## src/rtl/grant_window_pkg.sv

```systemverilog
package grant_window_pkg;

    localparam int N_OUT_DEF = 32;
    localparam int HIST_DEF  = 8;

    typedef enum logic [1:0] {
        DEC_IDLE = 2'd0,
        DEC_PASS = 2'd1,
        DEC_DROP = 2'd2
    } decision_e;

    typedef struct packed {
        logic valid;
        logic enable;
        logic granted;
    } lookup_in_t;

    function automatic decision_e decide(input lookup_in_t li);
        if (!li.valid)
            return DEC_IDLE;
        if (!li.enable || li.granted)
            return DEC_PASS;
        return DEC_DROP;
    endfunction

endpackage

```

## src/rtl/window_lookup.sv

```systemverilog
module window_lookup
    import grant_window_pkg::*;
#(
    parameter int N_OUTPUTS  = N_OUT_DEF,
    parameter int HIST_DEPTH = HIST_DEF,
    localparam int DEST_W    = $clog2(N_OUTPUTS)
) (
    input  logic                                  clk,
    input  logic                                  rst,
    input  logic [N_OUTPUTS-1:0]                  grant_map,
    input  logic [HIST_DEPTH-1:0][N_OUTPUTS-1:0]  hist,
    input  logic                                  check_en,
    input  logic                                  pkt_valid,
    input  logic [DEST_W-1:0]                     pkt_dest,
    output decision_e                             decision
);

    logic [N_OUTPUTS-1:0] window_or;
    logic                 dest_ok;
    lookup_in_t           li;

    always_comb begin
        window_or = grant_map;
        for (int k = 0; k < HIST_DEPTH; k++)
            window_or = window_or | hist[k];
    end

    always_comb begin
        dest_ok = 1'b0;
        if (int'(pkt_dest) < N_OUTPUTS)
            dest_ok = window_or[pkt_dest];
    end

    always_comb begin
        li.valid   = pkt_valid;
        li.enable  = check_en;
        li.granted = dest_ok;
        decision   = decide(li);
    end


    no_drop_when_off_chk: assert property (@(posedge clk) disable iff (rst)
        !check_en |-> decision != DEC_DROP);


    idle_when_invalid_chk: assert property (@(posedge clk) disable iff (rst)
        !pkt_valid |-> decision == DEC_IDLE);


    current_grant_pass_chk: assert property (@(posedge clk) disable iff (rst)
        (pkt_valid && grant_map[pkt_dest]) |-> decision == DEC_PASS);

endmodule

```

## config.mk

```make
export PLATFORM = sky130hd
export DESIGN_NAME = window_lookup
export DESIGN_NICKNAME = d
export VERILOG_FILES = /design/src/rtl/grant_window_pkg.sv /design/src/rtl/window_lookup.sv
export SDC_FILE = /design/constraint.sdc
export NUM_CORES = 1
export LEC_CHECK = 0
export BUFFER_PORTS_ARGS = -buffer_cell sky130_fd_sc_hd__buf_2
export CAP_MARGIN = 20
export CORE_AREA = 3 3 114 116
export DETAILED_ROUTE_END_ITERATION = 10
export DIE_AREA = 0 0 117 119
export SYNTH_ARGS = -nofsm -noshare
export SYNTH_HDL_FRONTEND = slang
export SYNTH_SLANG_ARGS = --single-unit
```

## constraint.sdc

```tcl
create_clock -name vclk -period 2.2
set_input_delay 0.11 -clock vclk [all_inputs]
set_output_delay 0.11 -clock vclk [all_outputs]
set_load 0.005 [all_outputs]
```

==> impl_metrics.py <==
metrics = {
    "place": {
        "io_buffers": 297,
        "post_dp_cell_area_sq_um": 2650,
        "place_ws_ns": -0.0923,
        "gp_congestion": 0.815,
        "hpwl_mm": 8.44,
        "place_inst": 596,
    },
    "worst_setup_path": {
        "crit_fanout": 8,
        "cp.required_ns": 2.09,
        "end_kind": "output pin",
        "crit_type": "input port to output pin",
        "worstPathArrival_ns": 1.94,
        "worst_setup_path_start_kind": "input port",
    },
    "final_layout": {
        "clkbuf_count": 0,
        "fin_cells": 597,
        "final_nets": 749,
        "nFlopsAndLatches": 0,
        "insertedDiodeCount": 0,
        "synthToLayoutAreaGrowth_pct": 190,
        "layout-drive-gt1-share_pct": 69.8,
        "seq_area_sq_um": 0,
        "finalInstanceArea_sq_um": 2710,
    },
    "synth": {
        "yosys.cell_count.top_type": "nor4_1",
        "synth.area.top_cells": "nor4_1 29%, nor4b_1 10%, nor2_1 9.2%, nand3_1 8.0%, or4_1 7.2%",
        "yosysTopAreaCellShare_pct": 28.8,
        "synth.avg_cell_area_sq_um": 6.27,
        "synth.area.mux_share_pct": 0,
        "synth_common_cells": "43 x nor4_1, 23 x nor2_1, 15 x nand3_1",
        "synth_top_family_by_area": "simple AND/OR/NAND/NOR gates",
        "ys_seq_area_share_pct": 0,
        "syn_area_sq_um": 935,
        "synth_xor_xnor_area_share_pct": 0,
        "syn-num-nets": 446,
        "synth_compound_area_share_pct": 18.7,
        "synth_top_area_cell": "nor4_1",
        "synth.distinct_cells": 27,
        "synth-simple-area-share_pct": 77.8,
        "synthAdderAreaFrac_pct": 0,
        "ys.warnings.count": 0,
        "netlist_instances": 149,
    },
    "detailed_routing": {
        "wire_per_inst_um": 15.1,
        "routed_via_density": 4.17,
        "drc": 0,
        "drt-pass1-iter-count": 4,
        "ant_nets": 0,
        "drt_wl_total_mm": 9.01,
        "drt_iter0_markers": 59,
        "via_count": 2491,
    },
    "pwr": {
        "irDropWorstVdd_mv": 0.0458,
        "power_density_nw_per_um2": 140,
        "power_leakage_nw": 1.39,
    },
    "floorplanning": {
        "coreArea_sq_um": 12000,
        "start_util_pct": 7.78,
        "num_io_pins": 299,
        "die_area_sq_um": 13900,
        "fp.dieH_um": 119,
        "die_w_um": 117,
        "rows": 40,
    },
    "grt": {
        "overflow": 0,
        "grt_max_degree": 16,
        "grt_usage_pct": 11.1,
        "grt_pass1_wl_mm": 12.0,
        "antenna_found_initial": 0,
        "grt_pass1_vias": 2487,
    },
    "run": {
        "maxCapViolCount": 0,
    },
    "sta": {
        "slew_headroom_pct": 72.3,
        "rsz0062_at_grt": "true",
        "min_period_ns": 2.05,
        "period_share_pct": 93.3,
        "hold_viol_final": 0,
        "slew_viol_final": 0,
        "setup_ws_ns": 0.147,
        "fmax_mhz": 487,
        "worstMarginPinSlew_ns": 0.412,
        "setup_viol": 0,
        "setup_tns_ns": 0,
    },
    "outcome": {
        "outcome": "finished, final reports clean",
    },
    "worst_hold_path": {
        "holdCritPathClass": "input port to output pin",
    },
    "clock_network": {
        "cts_hold_buf": 0,
    },
}
==> where the power goes <==
part	switching (mW)	internal (mW)	total, mW
Combinational	0.141	0.237	0.378
Clock	0	0	0
Sequential	0	0	0
==> critical path: stages <==
cell and delay (ns):
buf_12 0.12, buf_12 0.12, or4_4 0.42, nor4_4 0.25, a311oi_1 0.07, a311oi_1 0.34, a211oi_2 0.10, o22ai_2 0.15
and3_1 0.16, buf_2 0.10
==> layout by cell type (no fill, tap or decap), types with 3 or more instances in the layout <==
| cell type | synthesis | routed |
|---|---|---|
| nor4_2 | 2 | 3 |
| nor2_1 | 23 | 23 |
| or4b_1 | 3 | 3 |
| a31oi_1 | 4 | 4 |
| or4_1 | 9 | 8 |
| buf_2 | 2 | 296 |
| nor4b_1 | 11 | 11 |
| nor4_1 | 43 | 41 |
| a311oi_1 | 7 | 7 |
| and3_1 | 3 | 3 |
| buf_4 | 0 | 8 |
| nor3_1 | 4 | 4 |
| nand3_1 | 15 | 15 |
==> cells by family after synthesis <==
kind of cell	after synthesis
AOI/OAI and AO/OA	24
buffers and inverters	6
and+or+nand+nor	119
==> stage by stage <==
step | hold WS [ns] | util (%) | power, mW
final | 0.488 | 22.5 | 0.378
after global routing | 0.497 | 22.5 | 0.419
after CTS | 0.489 | 22.1 | 0.376
after detailed placement | 0.489 | 22.1 | 0.374
after global placement | 0.484 | 22.1 | 0.372
after floorplan | 0.296 | - | 0.0675
==> final cells by class <==
| type | instances | area (sq um) |
|---|---|---|
| fillers | 1369 | 9300 |
| inverters | 1 | 3.75 |
| repair buffers | 306 | 1580 |
| well taps | 147 | 184 |
| multi-input cells | 143 | 938 |
==> worst paths after layout <==
kind / startpoint / endpoint / slack [ns] / cells after the start
worst max-delay path: pkt_dest[0] / decision[1] / 0.15 / 10
worst min-delay path: check_en / decision[0] / 0.49 / 3
==> per-layer routing <==
| layer | global-route usage, % | vias to the layer above | wire length (um) |
|---|---|---|---|
| met2 | 23.4 | 164 | 4890 |
| li1 | - | 1262 | - |
| met3 | 0.711 | 0 | 811 |
| met5 | 0 | - | 0 |
| met1 | 12.3 | 1065 | 3310 |
| met4 | 0 | 0 | 0 |
==> what timing repair did <==
action / in CTS / in global routing
resized for setup: 2 / 9
buffers inserted: 0 / 1
pin swaps: 2 / 7
setup endpoints to repair: 2 / 2
(Power assumes the default switching activity.)
